File: src/rtl/pud_pkg.sv
package pud_pkg;

    typedef enum logic [1:0] {
        ST_IDLE   = 2'd0,
        ST_UP_LOW = 2'd1,
        ST_DN_LOW = 2'd2,
        ST_BOTH   = 2'd3
    } pud_state_e;

    localparam int unsigned LINE_UP = 0;
    localparam int unsigned LINE_DN = 1;
    localparam int unsigned N_LINES = 2;

endpackage

File: src/rtl/pud_sync.sv
module pud_sync #(
    parameter int unsigned LINES  = 2,
    parameter int unsigned STAGES = 2
) (
    input  logic             clk,
    input  logic             clr,
    input  logic [LINES-1:0] async_in,
    output logic [LINES-1:0] sync_out
);

    localparam logic [LINES-1:0] IDLE_LEVEL = {LINES{1'b1}};

    logic [LINES-1:0] stage_q [STAGES];

    always_ff @(posedge clk or posedge clr) begin
        if (clr) begin
            stage_q[0] <= IDLE_LEVEL;
        end else begin
            stage_q[0] <= async_in;
        end
    end

    for (genvar s = 1; s < STAGES; s++) begin : g_stage
        always_ff @(posedge clk or posedge clr) begin
            if (clr) begin
                stage_q[s] <= IDLE_LEVEL;
            end else begin
                stage_q[s] <= stage_q[s-1];
            end
        end
    end

    assign sync_out = stage_q[STAGES-1];

endmodule

File: src/rtl/pud_dir_fsm.sv
module pud_dir_fsm
    import pud_pkg::*;
(
    input  logic       clk,
    input  logic       clr,
    input  logic       up_s,
    input  logic       dn_s,
    output logic       step_up,
    output logic       step_dn,
    output pud_state_e state_o
);

    pud_state_e state_q;
    pud_state_e state_d;

    // State register
    always_ff @(posedge clk or posedge clr) begin
        if (clr) begin
            state_q <= ST_IDLE;
        end else begin
            state_q <= state_d;
        end
    end

    // Next state and step outputs
    always_comb begin
        state_d = state_q;
        step_up = 1'b0;
        step_dn = 1'b0;
        unique case (state_q)
            ST_IDLE: begin
                if (!up_s && !dn_s) begin
                    state_d = ST_BOTH;
                end else if (!up_s) begin
                    state_d = ST_UP_LOW;
                end else if (!dn_s) begin
                    state_d = ST_DN_LOW;
                end
            end
            ST_UP_LOW: begin
                if (up_s) begin
                    step_up = 1'b1;
                    state_d = dn_s ? ST_IDLE : ST_DN_LOW;
                end else if (!dn_s) begin
                    state_d = ST_BOTH;
                end
            end
            ST_DN_LOW: begin
                if (dn_s) begin
                    step_dn = 1'b1;
                    state_d = up_s ? ST_IDLE : ST_UP_LOW;
                end else if (!up_s) begin
                    state_d = ST_BOTH;
                end
            end
            ST_BOTH: begin
                if (up_s && dn_s) begin
                    state_d = ST_IDLE;
                end
            end
            default: state_d = ST_IDLE;
        endcase
    end

    assign state_o = state_q;

endmodule

File: src/rtl/pud_core.sv
module pud_core #(
    parameter int unsigned WIDTH = 4
) (
    input  logic             clk,
    input  logic             clr,
    input  logic             load,
    input  logic [WIDTH-1:0] din,
    input  logic             step_up,
    input  logic             step_dn,
    input  logic             up_active,
    input  logic             dn_active,
    output logic [WIDTH-1:0] count,
    output logic             carry_n,
    output logic             borrow_n
);

    localparam logic [WIDTH-1:0] TOP_VAL  = {WIDTH{1'b1}};
    localparam logic [WIDTH-1:0] ZERO_VAL = '0;
    localparam logic [WIDTH-1:0] ONE_VAL  = WIDTH'(1);

    logic [WIDTH-1:0] count_q;
    logic [WIDTH-1:0] count_d;

    always_comb begin
        count_d = count_q;
        if (load) begin
            count_d = din;
        end else if (step_up) begin
            count_d = count_q + ONE_VAL;
        end else if (step_dn) begin
            count_d = count_q - ONE_VAL;
        end
    end

    always_ff @(posedge clk or posedge clr) begin
        if (clr) begin
            count_q <= ZERO_VAL;
        end else begin
            count_q <= count_d;
        end
    end

    assign count    = count_q;
    assign carry_n  = ~((count_q == TOP_VAL) && up_active);
    assign borrow_n = ~((count_q == ZERO_VAL) && dn_active);

endmodule

File: src/rtl/pulse_updown_counter.sv
module pulse_updown_counter
    import pud_pkg::*;
#(
    parameter int unsigned WIDTH       = 4,
    parameter int unsigned SYNC_STAGES = 2
) (
    input  logic             clk,
    input  logic             clr,
    input  logic             load,
    input  logic [WIDTH-1:0] din,
    input  logic             up_n,
    input  logic             dn_n,
    output logic [WIDTH-1:0] count,
    output logic             carry_n,
    output logic             borrow_n
);

    logic [N_LINES-1:0] raw_lines;
    logic [N_LINES-1:0] sync_lines;
    logic               up_s;
    logic               dn_s;
    logic               step_up_w;
    logic               step_dn_w;
    pud_state_e         fsm_state;

    assign raw_lines[LINE_UP] = up_n;
    assign raw_lines[LINE_DN] = dn_n;

    pud_sync #(
        .LINES  (N_LINES),
        .STAGES (SYNC_STAGES)
    ) u_sync (
        .clk      (clk),
        .clr      (clr),
        .async_in (raw_lines),
        .sync_out (sync_lines)
    );

    assign up_s = sync_lines[LINE_UP];
    assign dn_s = sync_lines[LINE_DN];

    pud_dir_fsm u_fsm (
        .clk     (clk),
        .clr     (clr),
        .up_s    (up_s),
        .dn_s    (dn_s),
        .step_up (step_up_w),
        .step_dn (step_dn_w),
        .state_o (fsm_state)
    );

    pud_core #(
        .WIDTH (WIDTH)
    ) u_core (
        .clk       (clk),
        .clr       (clr),
        .load      (load),
        .din       (din),
        .step_up   (step_up_w),
        .step_dn   (step_dn_w),
        .up_active (~up_s),
        .dn_active (~dn_s),
        .count     (count),
        .carry_n   (carry_n),
        .borrow_n  (borrow_n)
    );

endmodule

File: config.mk
export PLATFORM = sky130hd
export DESIGN_NAME = pulse_updown_counter
export DESIGN_NICKNAME = d
export VERILOG_FILES = /design/src/rtl/pud_pkg.sv /design/src/rtl/pud_sync.sv /design/src/rtl/pud_dir_fsm.sv /design/src/rtl/pud_core.sv /design/src/rtl/pulse_updown_counter.sv
export SDC_FILE = /design/constraint.sdc
export NUM_CORES = 1
export LEC_CHECK = 0
export BUFFER_PORTS_ARGS = -buffer_cell sky130_fd_sc_hd__buf_2
export CAP_MARGIN = 15
export CORE_AREA = 2 2 39 41
export CTS_CLUSTER_SIZE = 16
export DETAILED_ROUTE_END_ITERATION = 16
export DIE_AREA = 0 0 41 43
export GPL_ROUTABILITY_DRIVEN = 1
export GPL_TIMING_DRIVEN = 0
export SLEW_MARGIN = 20
export SYNTH_ARGS = -nofsm -noshare
export SYNTH_HDL_FRONTEND = slang
export SYNTH_SLANG_ARGS = --single-unit
File: constraint.sdc
create_clock -name clk -period 3.91 [get_ports clk]
set_clock_uncertainty 0.2 [all_clocks]
set_input_delay 0.5865 -clock clk [delete_from_list [all_inputs] [get_ports clk]]
set_output_delay 0.5865 -clock clk [all_outputs]
set_load 0.01 [all_outputs]
* Word level (Yosys, flattened, before mapping)
Index checks and enable logic that the tools add are counted. Widths: inputs -> output; s select.
Word-level totals: flip-flop bits (word level) 10, output and inout port bits 6, input port bits 9, word-level logic and storage cells 46
Operators by class: add/sub/neg operators 2, reduce and logical (&&, ||, !) cells 10, mux-type cells 18, bitwise gates (word level) 4, equal/unequal tests 8
Operator list (number):
- $mux 2 | 9
- $mux 4 | 3
- $pmux 2 s4 | 1
- $ne 3x3->1 const B | 2
- $mux 1 | 5
- $add 4x1->4 const B | 1
- $eq 2x2->1 const B | 2
- $eq 4x4->1 const B | 1
- $logic_and 1x1->1 | 4
- $logic_not 4->1 | 1
- $ne 4x3->1 const B | 1
- $not 1->1 | 4
- $reduce_and 4->1 | 1
- $sub 4x1->4 const B | 1
- $reduce_bool 3->1 | 1
- $eq 2x1->1 const B | 1
- $logic_not 1->1 | 2
- $logic_not 2->1 | 1
- $ne 2x1->1 const B | 1

* Longest topological paths before layout
depth after elaboration 5, mapped depth 6

* Cells and area by module
Synthesis repeated with hierarchy kept, for this count alone.
Unflattened totals: cell total of the unflattened synthesis 53, area total of the unflattened synthesis 531.8 um^2
Modules (own cells, without submodules):
- pud_core | cells each 35, area an instance 316.6 um^2, instances 1, seq. area each 100.1 um^2
- pud_sync | cells each 7, area an instance 123.9 um^2, instances 1, seq. area each 105.1 um^2
- pud_dir_fsm | cells each 9, area an instance 83.8 um^2, instances 1, seq. area each 50.0 um^2
- pulse_updown_counter | cells each 2, area an instance 7.5 um^2, instances 1, seq. area each 0.0 um^2

* Worst setup path after synthesis
No wires, ideal clock.
path kind flip-flop to flip-flop, start reg u_sync.stage_q (netlist bit u_sync.sync_out[0]), end reg u_core.count_q[2], in the netlist u_core.count[2], path buffers 0, cell stages (with the launch flop) 6, path slack 2.235 ns, arrival 1.352 ns, setup time 0.123 ns, clock period less this slack 1.675 ns, path through dfstp_2 nand3b_4 fa_1 xor2_1 mux2i_1 o21ai_1
Between the ends: longest elaborated chain between the ends 4, elaborated cells between the ends (all ways) 5, those cells by class mux (4); reduce/logical (1)
RTL lines:
- start: declaration | RTL line pud_sync.sv:13 | logic [LINES-1:0] stage_q [STAGES];
- start signal: indexed assignment | RTL line pud_sync.sv:28 | stage_q[s] <= stage_q[s-1];
- $mux 1 (*) | RTL line pud_dir_fsm.sv:41 | if (up_s) begin
- $mux 1 (*) | RTL line pud_dir_fsm.sv:30 | unique case (state_q)
- $mux 4 | RTL line pud_core.sv:28 | end else if (step_up) begin
- $mux 4 | RTL line pud_core.sv:26 | if (load) begin
- end signal: assignment | RTL line pud_core.sv:39 | count_q <= count_d;
- end: declaration | RTL line pud_core.sv:21 | logic [WIDTH-1:0] count_q;
Every way passes the cells marked *; elsewhere a longest branch is shown, timed or not. A chain may end at the register's enable or synchronous reset.

* Worst setup path in the final report
start reg u_core.count_q[2], in the netlist u_core.count[2], end out borrow_n
Between the ends: longest elaborated chain between the ends 3
RTL lines:
- $logic_not 4->1 | RTL line pud_core.sv:45 | assign borrow_n = ~((count_q == ZERO_VAL) && dn_active);
- $logic_and 1x1->1 | RTL line pud_core.sv:45
- $not 1->1 | RTL line pud_core.sv:45
- end: declaration | RTL line pulse_updown_counter.sv:15 | output logic borrow_n
Every way passes these cells.

==> flow_metrics.env <==
export IMPL_outcome="complete, no violations"
export IMPL_hold_buffers=0
export IMPL_areaGrowthSynthToFinish_pct=24.3
export IMPL_gp_congestion=0.737
export IMPL_die_h_um=43
export IMPL_reg2reg_slack_ps=2150
export IMPL_required_ps=3120
export IMPL_synth_area_leader_cell="dfrtp_1"
export IMPL_synth_compound_area_share_pct=8.17
export IMPL_grt_first_pass_wirelength_um=1440
export IMPL_firstDrtPassIters=2
export IMPL_worstPathArrival_ps=1110
export IMPL_r2r_end="u_core.count[3]$_DFFE_PP0P_"
export IMPL_synth_xor_area_share_pct=3.37
export IMPL_fillers=136
export IMPL_place_hpwl_um=726
export IMPL_cts_tree="done"
export IMPL_rows=14
export IMPL_worst_setup_path_type="flop to output pin"
export IMPL_design_core_area_mm2=0.00138
export IMPL_clk_pin_slew_ps=60
export IMPL_synthFlopType="dfrtp_1"
export IMPL_drt_iter0_drc=2
export IMPL_nets=78
export IMPL_grt_pass1_vias=344
export IMPL_setup_viol=0
export IMPL_synthArstFlopShare_pct=100
export IMPL_io_buffer_count=14
export IMPL_cp_end_kind="output pin"
export IMPL_clk_latency_ps=260
export IMPL_route_detailed_drc=0
export IMPL_timing_final_hold_violations=0
export IMPL_antenna_diode_count=0
export IMPL_start_kind="flop"
export IMPL_synth_edf_count=0
export IMPL_netlist_area_um2=520
export IMPL_synthMuxAreaShare_pct=3.85
export IMPL_die_x_um=41
export IMPL_post_cts_resized=0
export IMPL_wl_per_cell_um=11.1
export IMPL_hold_path_class="primary input to asynchronous set/reset pin"
export IMPL_cts_max_level=1
export IMPL_initial_core_util_pct=37.6
export IMPL_worstRegToRegCells=6
export IMPL_tns_ps=0
export IMPL_min_period_ps=1890
export IMPL_worst_pin_slew_ps=363
export IMPL_synthAdderAreaFrac_pct=8.65
export IMPL_ir_worst_vdd_v=0.000219
export IMPL_synthTopCellsByArea="dfrtp_1 29%, dfstp_2 20%, nand3b_4 7.7%"
export IMPL_cts_sinks=10
export IMPL_layout_commonest_cell="buf_2"
export IMPL_p_leak_nw=0.320
export IMPL_synth_simple_area_share_pct=25.2
export IMPL_detail_route_vias_per_cell=4.70
export IMPL_drive_above_1_share_pct=40.0
export IMPL_rsz0062_at_grt="no"
export IMPL_clockBufferDepth=2
export IMPL_cp_max_fo=5
export IMPL_cts_setup_buffers=0
export IMPL_power_density_mw_per_mm2=430
export IMPL_slew_viol_final=0
export IMPL_cap_viol_max_count=0
export IMPL_placedInstanceArea_um2=611
export IMPL_syn_inst=47
export IMPL_num_vias=381
export IMPL_grt_usage_pct=12.5
export IMPL_yosys_area_top_type_share_pct=28.8
export IMPL_antenna_left=0
export IMPL_cp_slowest_cell="dfrtp_1"
export IMPL_grt_max_degree=11
export IMPL_antenna_found_initial=0
export IMPL_ys_warn_count=0
export IMPL_yosysSeqAreaShare_pct=49.0
export IMPL_finalInstanceArea_um2=647
export IMPL_slew_headroom_pct=75.7
export IMPL_cts_made_buffers=3
export IMPL_fin_crit_sh_pct=48.4
export IMPL_slowest_delay_ps=430
export IMPL_mostFrequentLayoutCells="15 x buf_2, 7 x nand2_1, 6 x dfrtp_1"
export IMPL_fmax_mhz=528
export IMPL_ys_ff_latch=10
export IMPL_avgSynthCellArea_um2=11.1
export IMPL_synth_top_family_by_area="simple AND/OR/NAND/NOR gates"
export IMPL_ioPinCount=15
export IMPL_routed_wl_um=900
export IMPL_grt_ovfl_total=0
export IMPL_dieArea_mm2=0.00176
export IMPL_cts_root_buf="clkbuf_4"
export IMPL_synth_cell_types=22
export IMPL_crit_path_cell_trace="nor3_1, nand2_1, buf_2"
export IMPL_syn_num_nets=59
export IMPL_r2r_start="u_sync.sync_out[0]$_DFF_PP1_"
-- metrics by stage --
stage	power [mW]	cells	setup WS [ps]	utilization, %	hold WS (ps)
3_5_place_dp	0.192	77	2150	44.1	148
2_1_floorplan	0.171	47	2240	-	145
6_report	0.278	81	2020	46.7	83.4
4_1_cts	0.283	81	2000	46.7	86.6
5_1_grt	0.297	81	1940	46.7	92.6
3_3_place_gp	0.190	77	2150	44.1	146
-- cells in the mapped netlist, types with 2 or more instances --
cell type  number
nor3_1          3
dfrtp_1         6
nand3_1         2
nand3b_4        2
nand2_1         7
o21ai_0         2
ha_1            2
mux2i_1         2
and3b_1         2
o21ai_1         4
dfstp_2         4
-- where the power goes --
part | total, mW | switching [mW] | internal, mW | leakage [nW]
Combinational | 0.0585 | 0.0285 | 0.0299 | 0.186
Clock | 0.0891 | 0.0326 | 0.0564 | 0.0210
Sequential | 0.130 | 0.0150 | 0.115 | 0.113
Total | 0.278 | 0.0762 | 0.202 | 0.320
-- critical path: cells and delay by family, from the launching register on --
family,cells,cell delay [ps]
simple gates,2,290
flops,1,430
buf+inv,1,140
-- flip-flops by register name, indices dropped and copies added, names as in the netlist --
name and cells:
u_sync.stage_q 2, u_fsm.state_o 2, u_core.count 4, u_sync.sync_out 2
-- metal layers --
metal  wire, µm  global-route usage, %
met5          0                      0
met4          0                   10.0
met3         30                   3.14
met2        436                   17.8
met1        434                   15.0
-- how the worst max path moves through the flow --
stage	start	to	slack, ps	cells past startpoint
2_1_floorplan	u_sync.sync_out[0]$_DFF_PP1_	u_core.count[2]$_DFFE_PP0P_	2240	5
3_3_place_gp	u_sync.sync_out[0]$_DFF_PP1_	u_core.count[2]$_DFFE_PP0P_	2150	5
3_5_place_dp	u_sync.sync_out[0]$_DFF_PP1_	u_core.count[3]$_DFFE_PP0P_	2150	6
4_1_cts	u_core.count[2]$_DFFE_PP0P_	borrow_n	2000	3
5_1_grt	u_core.count[2]$_DFFE_PP0P_	borrow_n	1940	3
6_report	u_core.count[2]$_DFFE_PP0P_	borrow_n	2020	3
-- final cells by class --
cell class,count,area (µm²),area share (%)
timing repair buffer,14,70.1,10.8
buffer,1,5.00,0.774
sequential,10,255,39.5
tap,16,20.0,3.09
inverter,1,3.75,0.580
clock buffer,4,36.3,5.61
multi-input combinational,35,256,39.7
-- logic make-up (layout without fill, tap and decap cells) --
| family | count (synthesis) | count (layout) |
|---|---|---|
| compound gates | 8 | 8 |
| mux | 2 | 2 |
| buf+inv | 2 | 20 |
| simple gates | 20 | 20 |
| fa+ha+maj | 3 | 3 |
| xor+xnor | 2 | 2 |
| flops | 10 | 10 |
Note: power is estimated with default switching activity, not from simulation.
